**src/rtl/fc_pkg.sv**
```systemverilog
package fc_pkg;
  localparam int WORD_W = 64;
  localparam int CRC_W = 16;
  localparam logic [3:0] MARK_OPEN = 4'h5;
  localparam logic [3:0] MARK_CLOSE = 4'hA;
  localparam logic [CRC_W-1:0] CRC_POLY = 16'h1021;
  localparam logic [CRC_W-1:0] CRC_SEED = 16'hFFFF;

  typedef struct packed {
    logic [3:0] evt_type;
    logic [23:0] trig;
    logic [11:0] bx;
    logic [11:0] src;
  } hdr_t;

  // Shift a whole word through the CRC register, most significant bit first.
  function automatic logic [CRC_W-1:0] crc_word(input logic [CRC_W-1:0] c,
                                                input logic [WORD_W-1:0] d);
    logic [CRC_W-1:0] r;
    logic fb;
    r = c;
    for (int i = WORD_W - 1; i >= 0; i--) begin
      fb = r[CRC_W-1] ^ d[i];
      r = {r[CRC_W-2:0], 1'b0} ^ (fb ? CRC_POLY : '0);
    end
    return r;
  endfunction

  function automatic hdr_t hdr_fields(input logic [WORD_W-1:0] w);
    hdr_t h;
    h.evt_type = w[59:56];
    h.trig = w[55:32];
    h.bx = w[31:20];
    h.src = w[19:8];
    return h;
  endfunction
endpackage

```
**src/rtl/fc_crc_acc.sv**
```systemverilog
module fc_crc_acc
  import fc_pkg::*;
(
  input  logic              clk,
  input  logic              rst_n,
  input  logic              load,
  input  logic              step,
  input  logic [WORD_W-1:0] din,
  output logic [CRC_W-1:0]  crc_nxt
);
  logic [CRC_W-1:0] crc_q;

  assign crc_nxt = crc_word(load ? CRC_SEED : crc_q, din);

  always_ff @(posedge clk) begin
    if (!rst_n) crc_q <= CRC_SEED;
    else if (load || step) crc_q <= crc_nxt;
  end
endmodule

```
**config.mk**
```make
export PLATFORM = sky130hd
export DESIGN_NAME = fc_crc_acc
export DESIGN_NICKNAME = d
export VERILOG_FILES = /design/src/rtl/fc_pkg.sv /design/src/rtl/fc_crc_acc.sv
export SDC_FILE = /design/constraint.sdc
export NUM_CORES = 1
export LEC_CHECK = 0
export BUFFER_PORTS_ARGS = -buffer_cell sky130_fd_sc_hd__buf_4
export CAP_MARGIN = 15
export CORE_AREA = 2 2 109 111
export DETAILED_ROUTE_END_ITERATION = 10
export DIE_AREA = 0 0 111 113
export GPL_TIMING_DRIVEN = 0
export PLACE_DENSITY_LB_ADDON = 0.05
export SYNTH_ARGS = -nofsm -noshare
export SYNTH_HDL_FRONTEND = slang
export SYNTH_SLANG_ARGS = --single-unit
```
**constraint.sdc**
```tcl
create_clock -name clk -period 10.2 [get_ports clk]
set_input_delay 0.51 -clock clk [delete_from_list [all_inputs] [get_ports clk]]
set_output_delay 0.51 -clock clk [all_outputs]
set_load 0.005 [all_outputs]
```
# Yosys cells after proc, flatten, opt, wreduce, memory -nomap -nowiden
# Index checks and enable logic that the tools add are counted.
# totals
ff_bits	16
word_cells	195
# op_classes
n_mux	65
bitwise	128
n_reduce_logical	1
# ops
operator	count
16-bit by 13-bit bitwise XOR with 16-bit output	64
13-bit 2-to-1 mux	64
1-bit bitwise XOR	64
16-bit 2-to-1 mux	1
1-bit logical OR	1

# Logic depth before layout (Yosys ltp)
# Gate-level depths: netlist of run 1.
# logic_depth
ltp_word	193
mapped_depth	14

# Worst setup path after synthesis of run 1
# No wires, ideal clock.
# synth_timing
path_type	input -> output
startpoint	input load
endpoint	output crc_nxt[8]
arrival_ns	3.714
stages	11
n_path_buf	1
slack_ns	5.976
path_cell_list	buf_6 nor2_2 xnor3_1 xor3_1 xor3_2 xnor3_1 xor3_1 xnor3_2 xnor2_2 xnor3_2 xnor2_1
# synth_via
elab_chain_cells	97
# synth_lines
element	line_no	source
from (decl)	fc_crc_acc.sv:6	input logic load,
16-bit 2-to-1 mux *	fc_crc_acc.sv:13	assign crc_nxt = crc_word(load ? CRC_SEED : crc_q, din);
1-bit bitwise XOR	fc_pkg.sv:23	fb = r[CRC_W-1] ^ d[i];
13-bit 2-to-1 mux	fc_pkg.sv:24	r = {r[CRC_W-2:0], 1'b0} ^ (fb ? CRC_POLY : '0);
16-bit by 13-bit bitwise XOR with 16-bit output * (4 in a row)	fc_pkg.sv:24	
1-bit bitwise XOR	fc_pkg.sv:23	
13-bit 2-to-1 mux	fc_pkg.sv:24	
16-bit by 13-bit bitwise XOR with 16-bit output * (4 in a row)	fc_pkg.sv:24	
1-bit bitwise XOR	fc_pkg.sv:23	
[66 not listed]	n/a	
13-bit 2-to-1 mux	fc_pkg.sv:24	
16-bit by 13-bit bitwise XOR with 16-bit output * (4 in a row)	fc_pkg.sv:24	
1-bit bitwise XOR	fc_pkg.sv:23	
13-bit 2-to-1 mux	fc_pkg.sv:24	
16-bit by 13-bit bitwise XOR with 16-bit output * (4 in a row)	fc_pkg.sv:24	
1-bit bitwise XOR	fc_pkg.sv:23	
13-bit 2-to-1 mux	fc_pkg.sv:24	
16-bit by 13-bit bitwise XOR with 16-bit output * (4 in a row)	fc_pkg.sv:24	
to (decl)	fc_crc_acc.sv:9	output logic [CRC_W-1:0] crc_nxt
# Every way passes the cells marked *; elsewhere a longest branch is shown, timed or not.

# Worst setup path in the final report of run 1
# layout_timing
startpoint	input din[53]
endpoint	output crc_nxt[8]
# layout_via
elab_chain_cells	74
# layout_lines
element	line_no	source
from (decl)	fc_crc_acc.sv:8	input logic [WORD_W-1:0] din,
1-bit bitwise XOR *	fc_pkg.sv:23	
13-bit 2-to-1 mux *	fc_pkg.sv:24	
16-bit by 13-bit bitwise XOR with 16-bit output * (4 in a row)	fc_pkg.sv:24	
1-bit bitwise XOR or 16-bit by 13-bit bitwise XOR with 16-bit output (tied branches)	fc_pkg.sv:23, fc_pkg.sv:24	
13-bit 2-to-1 mux or 16-bit by 13-bit bitwise XOR with 16-bit output (tied branches)	fc_pkg.sv:24	
16-bit by 13-bit bitwise XOR with 16-bit output * (4 in a row)	fc_pkg.sv:24	
1-bit bitwise XOR or 16-bit by 13-bit bitwise XOR with 16-bit output (tied branches)	fc_pkg.sv:23, fc_pkg.sv:24	
13-bit 2-to-1 mux, or another cell as far along	fc_pkg.sv:24	
[29 not listed]	n/a	
13-bit 2-to-1 mux, or another cell as far along	fc_pkg.sv:24	
16-bit by 13-bit bitwise XOR with 16-bit output * (11 in a row)	fc_pkg.sv:24	
1-bit bitwise XOR or 16-bit by 13-bit bitwise XOR with 16-bit output (tied branches)	fc_pkg.sv:23, fc_pkg.sv:24	
13-bit 2-to-1 mux, or another cell as far along	fc_pkg.sv:24	
16-bit by 13-bit bitwise XOR with 16-bit output * (11 in a row)	fc_pkg.sv:24	
1-bit bitwise XOR	fc_pkg.sv:23	
13-bit 2-to-1 mux	fc_pkg.sv:24	
16-bit by 13-bit bitwise XOR with 16-bit output * (4 in a row)	fc_pkg.sv:24	
# Marked as above.

==> run summary, run 1 <==
## Status
* finished, final reports clean — outcome

## Run
* 0 — number of max-capacitance violations reported

## Timing
* 0.764 ns — slew at the pin with the worst max-slew slack
* 0.205 GHz — Fmax achieved
* 0 — final-report hold violation count
* false — setup repair after global routing missed its margin
* 47.9% — final clock period utilization by the worst path
* 0.00219 ns — Worst Clk Skew
* 0 — setup violation total in the final timing report
* 4.89 ns — final worst path period need
* 0 — Slew Viols, Final
* 5.31 ns — Final Worst Setup Slack
* 0 ns — aggregate negative setup slack
* 48.7% — Slew headroom

## Die
* 0.0125 mm2 — die outline area
* 111 um — die outline width
* 39 — number of placement rows
* 113 um — vertical extent of the die
* 29.8% — initial core utilization
* 84 — IO Count
* 0.0113 mm2 — standard cell core area

## Worst setup path
* buf_4, xor2_1, xnor2_1, xor2_1, xor3_2, xnor3_1, xor3_1, xnor3_2, xnor2_2, xnor3_2, xnor2_1, buf_4 — cell chain of the critical path
* 9.69 ns — required time at the worst-slack endpoint
* xor3_2 — cell at the slowest stage of the critical path
* crc_q[13] — critical register-to-register path startpoint
* crc_q[8] — reg-to-reg endpoint
* primary input — CP Launch Type
* din[53] — CP startpoint
* 0.59 ns — slowest stage delay, CP
* 4 — worst-path maximum fanout
* in -> out — category of the most critical setup path
* 6.00 ns — r2r setup slk
* 12 — worst-case reg-to-reg path depth
* output pin — Critical Path End Type
* crc_nxt[8] — critical path endpoint
* 4.38 ns — arrival time worst endpoint

## Clocking
* clkbuf_16 — cell at the root of the clock tree
* 1 — CTS H-Tree Depth
* 0 — CTS resizes
* 0 — postcts setup bufs
* 16 — TritonCTS Sinks
* 0 — hold-fix buffers at CTS
* done — clock tree from TritonCTS
* 2 — CTS Buffer Depth
* 3 — number of clock buffers inserted by TritonCTS
* 0.24 ns — clock latency on the worst-skew pair
* 0.05 ns — Worst-path clk slew

## Cells and area
* crc_q — register name with the most flops
* xnor2_1 — most common cell after layout, fill and taps aside
* 25.9% — Area growth, synth to finish
* crc_q: 16 flops — largest registers
* 1118 — Filler cells
* xnor2_1, buf_4, xor2_1, xnor3_1, nor2_1 — leading cell types in the layout, fill and taps excluded
* 35.3% — share of cells above drive strength 1
* 0.00301 mm2 — Multi-input gate area
* 16 — Largest register FFs
* 320 um2 — Sequential cell area
* 0 — number of inserted diodes
* 444 — number of nets in the final layout

## Global route
* 0 — number of antenna violations at the first check in global routing
* 13.3 mm — wire length of the first global-routing pass
* 13.8% — Tot GR Track Use
* 0 — grt total ovfl
* 2328 — via count of the first global-routing pass
* 11 — largest net degree at the start of global routing

## Route
* 0 — remaining antenna violation count
* 0 — DRC
* 4.11 — vias per inst
* 62 — first-iteration detailed-routing DRC count
* 4 — length of the first detailed-routing pass in iterations
* 16.5 um — routed wirelength normalized by instance count
* 8.51 mm — total routed wirelength
* 2125 — total vias in the final route

## Placement
* 82 — number of input and output port buffers inserted
* 0.799 — routability congestion estimate from global placement
* 5.19 ns — Post-Place Worst Slack
* 7.50 mm — placed wire-length estimate after detailed placement

## Hold path
* reg -> reg — worst min path class

## Synthesis
* 289 — cells after synthesis
* 23 — number of distinct library cells after synthesis
* 11.6 um2 — Avg Synthesized Cell Area
* 0.00336 mm2 — Synth Cell Area
* 0 — total number of yosys warnings
* 9.52% — sequential element share of the synthesized area
* 16 — Synth Register Bits
* 357 — Post-Synthesis Net Count

==> worst max-delay path, delay by kind of cell <==
kind | cells | cell delay (ns)
XOR/XNOR | 10 | 3.58
buffers and inverters | 2 | 0.27
==> final cells by class <==
type | instances | area share [%]
multi-input combinational | 266 | 71.0
timing repair buffer | 82 | 14.5
sequential | 16 | 7.57
tap | 143 | 4.23
clock buffer | 3 | 1.77
buffer | 6 | 0.798
inverter | 1 | 0.0887
==> worst min-delay path by stage <==
stage | slack [ns] | cells past startpoint | to | startpoint
final | 0.48 | 2 | crc_q[8] | crc_q[8]
after global placement | 0.48 | 2 | crc_q[3] | crc_q[3]
after detailed placement | 0.48 | 2 | crc_q[8] | crc_q[8]
after floorplan | 0.46 | 2 | crc_q[10] | crc_q[10]
after global routing | 0.50 | 2 | crc_q[11] | crc_q[11]
after CTS | 0.49 | 2 | crc_q[8] | crc_q[8]
==> kinds of logic (layout without fill, tap and decap cells) <==
logic type | count (synthesis) | in the layout | share of synthesized area, %
XOR/XNOR | 200 | 200 | 80.3
AND/OR/NAND/NOR | 59 | 59 | 8.04
flip-flops | 16 | 16 | 9.52
AO/OA/AOI/OAI | 7 | 7 | 1.04
buffers and inverters | 7 | 92 | 1.12
==> cells in the mapped netlist <==
cell type	instances	area, um2
xnor2_4	3	82.6
xnor2_2	17	277
xnor3_2	12	285
nor2_2	2	12.5
nand3_1	9	45.0
xor3_1	6	143
nand2_1	18	67.6
o21ai_1	2	10.0
nor2_4	4	45.0
buf_6	1	11.3
dfxtp_1	16	320
inv_1	1	3.75
or2_2	1	6.26
xnor2_1	90	788
clkbuf_1	3	11.3
buf_4	1	7.51
xor2_2	5	81.3
xor3_2	1	25.0
xor2_1	34	298
nor2_1	25	93.8
xnor3_1	32	721
o21ai_0	5	25.0
buf_1	1	3.75
==> routing by layer <==
metal,vias up,routed length (um),GRT usage (%)
met1,966,4260,20.4
li1,1101,-,-
met3,2,295,1.07
met5,-,0,0
met2,56,3930,23.1
met4,0,23,1.25
==> per-stage QoR <==
step / instance area [um2] / std cells / hold slack [ns] / util [%]
after global routing: 4230 / 517 / 0.498 / 37.6
after floorplan: 3360 / 289 / 0.460 / -
after global placement: 4160 / 514 / 0.477 / 36.9
after CTS: 4230 / 517 / 0.486 / 37.6
final: 4230 / 517 / 0.480 / 37.6
after detailed placement: 4160 / 514 / 0.479 / 36.9
Power of run 1 is left out: the tool's default activity adds up to more than one toggle a clock period on the data nets, which glitch-free logic cannot reach.
==> run 2: changes to the inputs <==
==> constraint.sdc (replaced) <==
create_clock -name clk -period 4.2 [get_ports clk]
set_input_delay 0.21 -clock clk [delete_from_list [all_inputs] [get_ports clk]]
set_output_delay 0.21 -clock clk [all_outputs]
set_load 0.005 [all_outputs]
==> run 2 against run 1 <==
Flip-flop and latch count did not move. Clock-buffer cell count did not move. First-iteration DRC count fell by 39%. Design area rose by 11%. Core utilization rose by 4.2 points. Global-route usage rose by 0.25 points. Worst hold slack got worse by 0.29 ns. Sequential share of layout area fell by 0.62 points. Clock skew rose by 0.0011 ns. Die area did not move. Non-clock buffer count rose by 18.
==> run summary, run 2 (synthesis gave the netlist of run 1 again) <==
## Worst setup path
* 4 — worst-path maximum fanout, unchanged
* reg -> out — category of the most critical setup path, was in -> out
* crc_q[12] — critical register-to-register path startpoint, was crc_q[13]
* 3.99 ns — required time at the worst-slack endpoint, was 9.69 ns
* 0.29 ns — r2r setup slk, was 6.00 ns
* 3.88 ns — arrival time worst endpoint, was 4.38 ns
* flop — CP Launch Type, was primary input
* crc_q[12] — reg-to-reg endpoint, was crc_q[8]
* 14 — worst-case reg-to-reg path depth, was 12
* output pin — Critical Path End Type, unchanged

## Run
* 0 — number of max-capacitance violations reported, unchanged

## Timing
* 0.00326 ns — Worst Clk Skew, was 0.00219 ns
* 0 — setup violation total in the final timing report, unchanged
* true — setup repair after global routing missed its margin, was false
* 97.5% — final clock period utilization by the worst path
* 0.244 GHz — Fmax achieved
* 0 — final-report hold violation count, unchanged
* 4.09 ns — final worst path period need
* 0.191 ns — Post-Route Hold Slack, was 0.480 ns
* 66.5% — Slew headroom, was 48.7%
* 0 ns — aggregate negative setup slack, unchanged
* 0 — Slew Viols, Final, unchanged
* 0.499 ns — slew at the pin with the worst max-slew slack, was 0.764 ns

## Clocking
* 3 — number of clock buffers inserted by TritonCTS, unchanged
* 0.24 ns — clock latency on the worst-skew pair, about the same
* clkbuf_16 — cell at the root of the clock tree, unchanged
* 16 — TritonCTS Sinks, unchanged
* done — clock tree from TritonCTS, unchanged
* 0.05 ns — Worst-path clk slew, about the same
* 0 — hold-fix buffers at CTS, unchanged
* 2 — CTS Buffer Depth, unchanged
* 1 — CTS H-Tree Depth, unchanged

## Cells and area
* 50.3% — share of cells above drive strength 1, was 35.3%
* 1101 — Filler cells, was 1118
* crc_q — register name with the most flops, unchanged
* 462 — number of nets in the final layout, was 444
* buf_4, xnor2_1, xnor2_2, xor2_1, xnor3_2 — leading cell types in the layout, fill and taps excluded, was xnor2_1, buf_4, xor2_1, xnor3_1, nor2_1
* 535 — Final Instance Count excl. Fillers, was 517
* 16 — Largest register FFs, unchanged
* 0 — number of inserted diodes, unchanged
* buf_4 — most common cell after layout, fill and taps aside, was xnor2_1
* 0.00470 mm2 — post-layout instance area, was 0.00423 mm2
* crc_q: 16 flops — largest registers, unchanged
* 39.8% — Area growth, synth to finish, was 25.9%

## Placement
* 514 — DP Cell Count, unchanged
* 7.50 mm — placed wire-length estimate after detailed placement, unchanged
* 0.799 — routability congestion estimate from global placement, unchanged
* 82 — number of input and output port buffers inserted, unchanged
* 0.00416 mm2 — placed cell areas, unchanged

## Global route
* 0 — grt total ovfl, unchanged
* 14.1% — Tot GR Track Use, was 13.8%
* 0 — number of antenna violations at the first check in global routing, unchanged
* 13.6 mm — wire length of the first global-routing pass, was 13.3 mm
* 2366 — via count of the first global-routing pass, was 2328
* 11 — largest net degree at the start of global routing, unchanged

## Route
* 0 — remaining antenna violation count, unchanged
* 38 — first-iteration detailed-routing DRC count, was 62
* 8.74 mm — total routed wirelength, was 8.51 mm
* 4 — length of the first detailed-routing pass in iterations, unchanged
* 2221 — total vias in the final route, was 2125
* 16.3 um — routed wirelength normalized by instance count, was 16.5 um
* 0 — DRC, unchanged
* 4.15 — vias per inst, was 4.11

## Hold path
* crc_q[13] — end of the worst hold path, was crc_q[8]
* 2 — cell depth of the worst min-delay path, unchanged
* rst_n — startpoint of the most critical hold path, was crc_q[8]
* in -> reg — worst min path class, was reg -> reg

## Die
* 84 — IO Count, unchanged
* 29.8% — initial core utilization, unchanged
* 0.0125 mm2 — die outline area, unchanged
* 39 — number of placement rows, unchanged
* 0.0113 mm2 — standard cell core area, unchanged
* 111 um — die outline width, unchanged
* 113 um — vertical extent of the die, unchanged

## Status
* finished, final reports clean — outcome, unchanged

-- run 2: area by class of cell --
| class | instances | area (um2) | area share, % |
|---|---|---|---|
| plain buffers | 6 | 33.8 | 0.719 |
| well taps | 143 | 179 | 3.81 |
| repair buffers | 100 | 763 | 16.2 |
| clock buffers | 3 | 75.1 | 1.60 |
| flip-flops and latches | 16 | 327 | 6.95 |
| multi-input cells | 266 | 3320 | 70.6 |
| inverters | 1 | 3.75 | 0.0799 |
-- run 2: worst max-delay path by stage --
| stage | from | endpoint | depth (start not counted) |
|---|---|---|---|
| 3_5_place_dp | din[53] | crc_nxt[8] | 12 |
| 5_1_grt | crc_q[6] | crc_nxt[13] | 12 |
| 2_1_floorplan | crc_q[13] | crc_nxt[8] | 10 |
| 4_1_cts | crc_q[12] | crc_nxt[8] | 11 |
| 6_report | crc_q[12] | crc_nxt[12] | 12 |
| 3_3_place_gp | crc_q[13] | crc_nxt[8] | 11 |
-- run 2: routing by layer --
layer,GRT usage [%],part of all wire [%],vias up
met1,20.8,50,1028
met2,23.5,47,53
met3,1.07,2.8,2
li1,-,-,1138
met5,0,0,-
met4,1.25,0.26,0
-- run 2: repair_timing --
action                     in CTS  in global routing
setup buffers                   4                 14
setup endpoints to repair      13                 10
hold endpoints to repair        0                  0
gates resized for setup        23                 34
pin swaps                       3                 19
cloned                          0                  0
-- run 2: metrics by stage --
step | util, % | worst slack, ns
after floorplan | - | 0.550
after global placement | 36.9 | -0.221
after detailed placement | 36.9 | -0.211
after CTS | 39.2 | -0.00599
after global routing | 41.7 | -0.0435
final | 41.7 | 0.106
-- run 2: worst max-delay path: stages, from the launching register on --
cell	delay [ns]
dfxtp_2	0.37
xnor2_2	0.23
nor2_4	0.08
xor2_4	0.18
buf_12	0.16
xnor2_4	0.24
xnor3_2	0.53
xnor3_2	0.45
xnor2_2	0.18
xnor2_2	0.28
xnor3_2	0.56
xnor3_1	0.26
buf_4	0.12
Power of run 2 is left out for the same reason.
==> run 3: changes to the inputs <==
--- a/config.mk
+++ b/config.mk
@@ -5,11 +5,12 @@
 export SDC_FILE = /design/constraint.sdc
 export NUM_CORES = 1
 export LEC_CHECK = 0
+export ABC_AREA = 1
 export BUFFER_PORTS_ARGS = -buffer_cell sky130_fd_sc_hd__buf_4
 export CAP_MARGIN = 15
-export CORE_AREA = 2 2 109 111
+export CORE_AREA = 2 2 129 131
 export DETAILED_ROUTE_END_ITERATION = 10
-export DIE_AREA = 0 0 111 113
+export DIE_AREA = 0 0 131 133
 export GPL_TIMING_DRIVEN = 0
 export PLACE_DENSITY_LB_ADDON = 0.05
 export SYNTH_ARGS = -nofsm -noshare
==> constraint.sdc (replaced) <==
create_clock -name clk -period 3.8 [get_ports clk]
set_input_delay 0.19 -clock clk [delete_from_list [all_inputs] [get_ports clk]]
set_output_delay 0.19 -clock clk [all_outputs]
set_load 0.005 [all_outputs]
==> run 3 against run 2 <==
The run now ends with setup timing left. Die area grew 39%. Non-clock buffer count grew 55. Design area grew 80%. Worst hold slack gained 0.15 ns. Clock-buffer cell count grew 1. Sequential share of layout area shrank 2.9 points. Register-to-register slack lost 0.48 ns. Critical endpoint is now crc_nxt[7]. Largest cell class unchanged.
==> run summary, run 3 <==
## Timing
* 17 — setup violation total in the final timing report, was 0
* true — setup repair after global routing missed its margin, unchanged
* -3.56 ns — aggregate negative setup slack, was 0 ns
* 0 — Slew Viols, Final, unchanged
* 0.585 ns — slew at the pin with the worst max-slew slack, was 0.499 ns
* -0.296 ns — Final Worst Setup Slack, was 0.106 ns
* 108% — final clock period utilization by the worst path
* 4.10 ns — final worst path period need
* 0.244 GHz — Fmax achieved
* 0.00374 ns — Worst Clk Skew, was 0.00326 ns
* 60.9% — Slew headroom, was 66.5%
* 0 — final-report hold violation count, unchanged

## Route
* 6 — length of the first detailed-routing pass in iterations, was 4
* 0 — remaining antenna violation count, unchanged
* 4.44 — vias per inst, was 4.15
* 165 — first-iteration detailed-routing DRC count, was 38
* 13.0 um — routed wirelength normalized by instance count, was 16.3 um
* 15.5 mm — total routed wirelength, was 8.74 mm
* 5307 — total vias in the final route, was 2221
* 0 — DRC, unchanged

## Synthesis
* 884 — Post-Synthesis Net Count, was 357
* 0% — arithmetic-cell share of the synthesized area counting full adders, half adders and majority gates, unchanged
* nand2_1 — biggest area consumer among synthesized cells, was xnor2_1
* nand2_1 — most repeated cell in the gate-level netlist after synthesis, was xnor2_1
* 0 — EDFF count, synth, unchanged
* 0% — multiplexer fraction of the synthesized cell area, unchanged
* 816 — cells after synthesis, was 289
* 2.50% — compound-gate portion of the synthesized area, was 1.04%
* 0% — async set-or-reset flop fraction in the synthesized netlist, unchanged
* 5.77 um2 — Avg Synthesized Cell Area, was 11.6 um2
* nand2_1, nand2_4, nand3_1, inv_1, nand2_2 — leading post-synthesis cells by cell area, was xnor2_1, xnor3_1, dfxtp_1, xor2_1, xnor3_2
* dfxtp_1 — most used flip-flop cell after synthesis, unchanged
* 6.81% — sequential element share of the synthesized area, was 9.52%
* 7.60% — Post-Synth XOR/XNOR Area, was 80.3%
* nand2_1, inv_1, nand3_1 — list of most frequent post-synthesis cells, was xnor2_1, xor2_1, xnor3_1
* 16 — Synth Register Bits, unchanged
* 20.3% — share of the synthesized area in the top cell type, was 23.4%
* 0.00471 mm2 — Synth Cell Area, was 0.00336 mm2
* 31 — number of distinct library cells after synthesis, was 23
* 0 — total number of yosys warnings, unchanged
* 70.7% — fraction of the mapped netlist area in simple logic gates, was 8.04%
* simple AND/OR/NAND/NOR gates — dominant combinational cell family by area after synthesis, was XOR/XNOR gates

## Cells and area
* crc_q: 16 flops — largest registers, unchanged
* crc_q — register name with the most flops, unchanged
* nand2_1 — most common cell after layout, fill and taps aside, was buf_4
* 63.0% — share of cells above drive strength 1, was 50.3%
* 1045 — number of nets in the final layout, was 462
* 1196 — Final Instance Count excl. Fillers, was 535
* 16 — Largest register FFs, unchanged
* 0 — number of inserted diodes, unchanged
* 1645 — Filler cells, was 1101
* 79.9% — Area growth, synth to finish, was 39.8%
* nand2_1, buf_4, nand2_4, nand2_2, inv_1 — leading cell types in the layout, fill and taps excluded, was buf_4, xnor2_1, xnor2_2, xor2_1, xnor3_2
* 0.00847 mm2 — post-layout instance area, was 0.00470 mm2

## Die
* 0.0174 mm2 — die outline area, was 0.0125 mm2
* 29.1% — initial core utilization, was 29.8%
* 131 um — die outline width, was 111 um
* 47 — number of placement rows, was 39
* 0.0162 mm2 — standard cell core area, was 0.0113 mm2
* 133 um — vertical extent of the die, was 113 um
* 84 — IO Count, unchanged

## Clocking
* 3 — number of clock buffers inserted by TritonCTS, unchanged
* done — clock tree from TritonCTS, unchanged
* 0.05 ns — Worst-path clk slew, about the same
* 2 — CTS Buffer Depth, unchanged
* 0.25 ns — clock latency on the worst-skew pair, was 0.24 ns
* 1 — CTS H-Tree Depth, unchanged
* 16 — TritonCTS Sinks, unchanged
* 0 — hold-fix buffers at CTS, unchanged
* clkbuf_16 — cell at the root of the clock tree, unchanged

## Global route
* 0 — grt total ovfl, unchanged
* 17.3% — Tot GR Track Use, was 14.1%
* 11 — largest net degree at the start of global routing, unchanged
* 5015 — via count of the first global-routing pass, was 2366
* 24.1 mm — wire length of the first global-routing pass, was 13.6 mm
* 0 — number of antenna violations at the first check in global routing, unchanged

## Worst setup path
* reg -> out — category of the most critical setup path, unchanged
* 4 — worst-path maximum fanout, unchanged
* 0.36 ns — slowest stage delay, CP, was 0.56 ns
* nand2_4 — CP most frequent cell
* flop — CP Launch Type, unchanged
* output pin — Critical Path End Type, unchanged
* 3.91 ns — arrival time worst endpoint, was 3.88 ns
* dfxtp_4 — cell at the slowest stage of the critical path, was xnor3_2
* 3.61 ns — required time at the worst-slack endpoint, was 3.99 ns

## Run
* 0 — number of max-capacitance violations reported, unchanged

## Placement
* 0.00560 mm2 — placed cell areas, was 0.00416 mm2
* 0.784 — routability congestion estimate from global placement, was 0.799
* -0.448 ns — Post-Place Worst Slack, was -0.211 ns
* 1119 — DP Cell Count, was 514
* 83 — number of input and output port buffers inserted, was 82
* 12.1 mm — placed wire-length estimate after detailed placement, was 7.50 mm

## Hold path
* in -> reg — worst min path class, unchanged

## Status
* setup timing — violations in the final reports
* complete, but fails checks — outcome, was finished, final reports clean

run 3: changes by cell type after synthesis, sizes merged, moves of 7 or more:
cell / before / now
a21oi: 0 / 16
inv: 1 / 144
nand2: 18 / 386
nand3: 9 / 145
nand3b: 0 / 13
nor2: 31 / 40
xnor2: 110 / 17
xnor3: 44 / 1
xor2: 39 / 17
xor3: 7 / 0
run 3: final timing paths:
kind | endpoint | cells past startpoint | start | slack (ns)
worst max register to register | crc_q[12] | 36 | crc_q[12] | -0.19
worst min register to register | crc_q[6] | 2 | crc_q[6] | 0.47
worst max-delay path | crc_nxt[7] | 30 | crc_q[12] | -0.30
worst min-delay path | crc_q[15] | 4 | rst_n | 0.34
run 3: routing by layer:
metal	share of wire (%)	vias to the layer above	global-route usage, %
li1	-	2839	-
met1	45	2394	23.3
met2	52	64	31.1
met3	2.2	10	1.09
met4	0.56	0	1.42
met5	0	-	0
run 3: through the flow:
step | utilization, % | hold slack, ns
5_1_grt | 52.4 | 0.370
3_5_place_dp | 34.7 | 0.469
2_1_floorplan | - | 0.439
4_1_cts | 43.3 | 0.353
6_report | 52.4 | 0.345
3_3_place_gp | 34.7 | 0.463
run 3: critical path, delay by kind of cell (launching register included):
kind | cells | cell delay (ns)
XOR/XNOR | 3 | 0.70
flip-flops | 1 | 0.36
buffers and inverters | 6 | 0.56
AND/OR/NAND/NOR | 21 | 2.02
run 3: kinds of logic (layout without fill, tap and decap cells):
| family | Yosys count | after routing |
|---|---|---|
| XOR/XNOR | 35 | 35 |
| buffers and inverters | 150 | 310 |
| AO/OA/AOI/OAI | 22 | 22 |
| AND/OR/NAND/NOR | 593 | 593 |
| flip-flops | 16 | 16 |
run 3: final cells by class:
| type | count | area, um2 | share of cell area [%] |
|---|---|---|---|
| inverter | 145 | 592 | 6.99 |
| tap | 220 | 275 | 3.25 |
| timing repair buffer | 156 | 1360 | 16.0 |
| sequential | 16 | 345 | 4.08 |
| buffer | 5 | 35.0 | 0.414 |
| multi-input combinational | 650 | 5770 | 68.2 |
| clock buffer | 4 | 88.8 | 1.05 |
run 3: timing repair:
action / CTS / global route
gates cloned: 0 / 0
setup buffers: 50 / 23
pin swaps: 115 / 190
resized for setup: 210 / 276
setup endpoints to repair: 31 / 32
Power of run 3 is left out for the same reason.
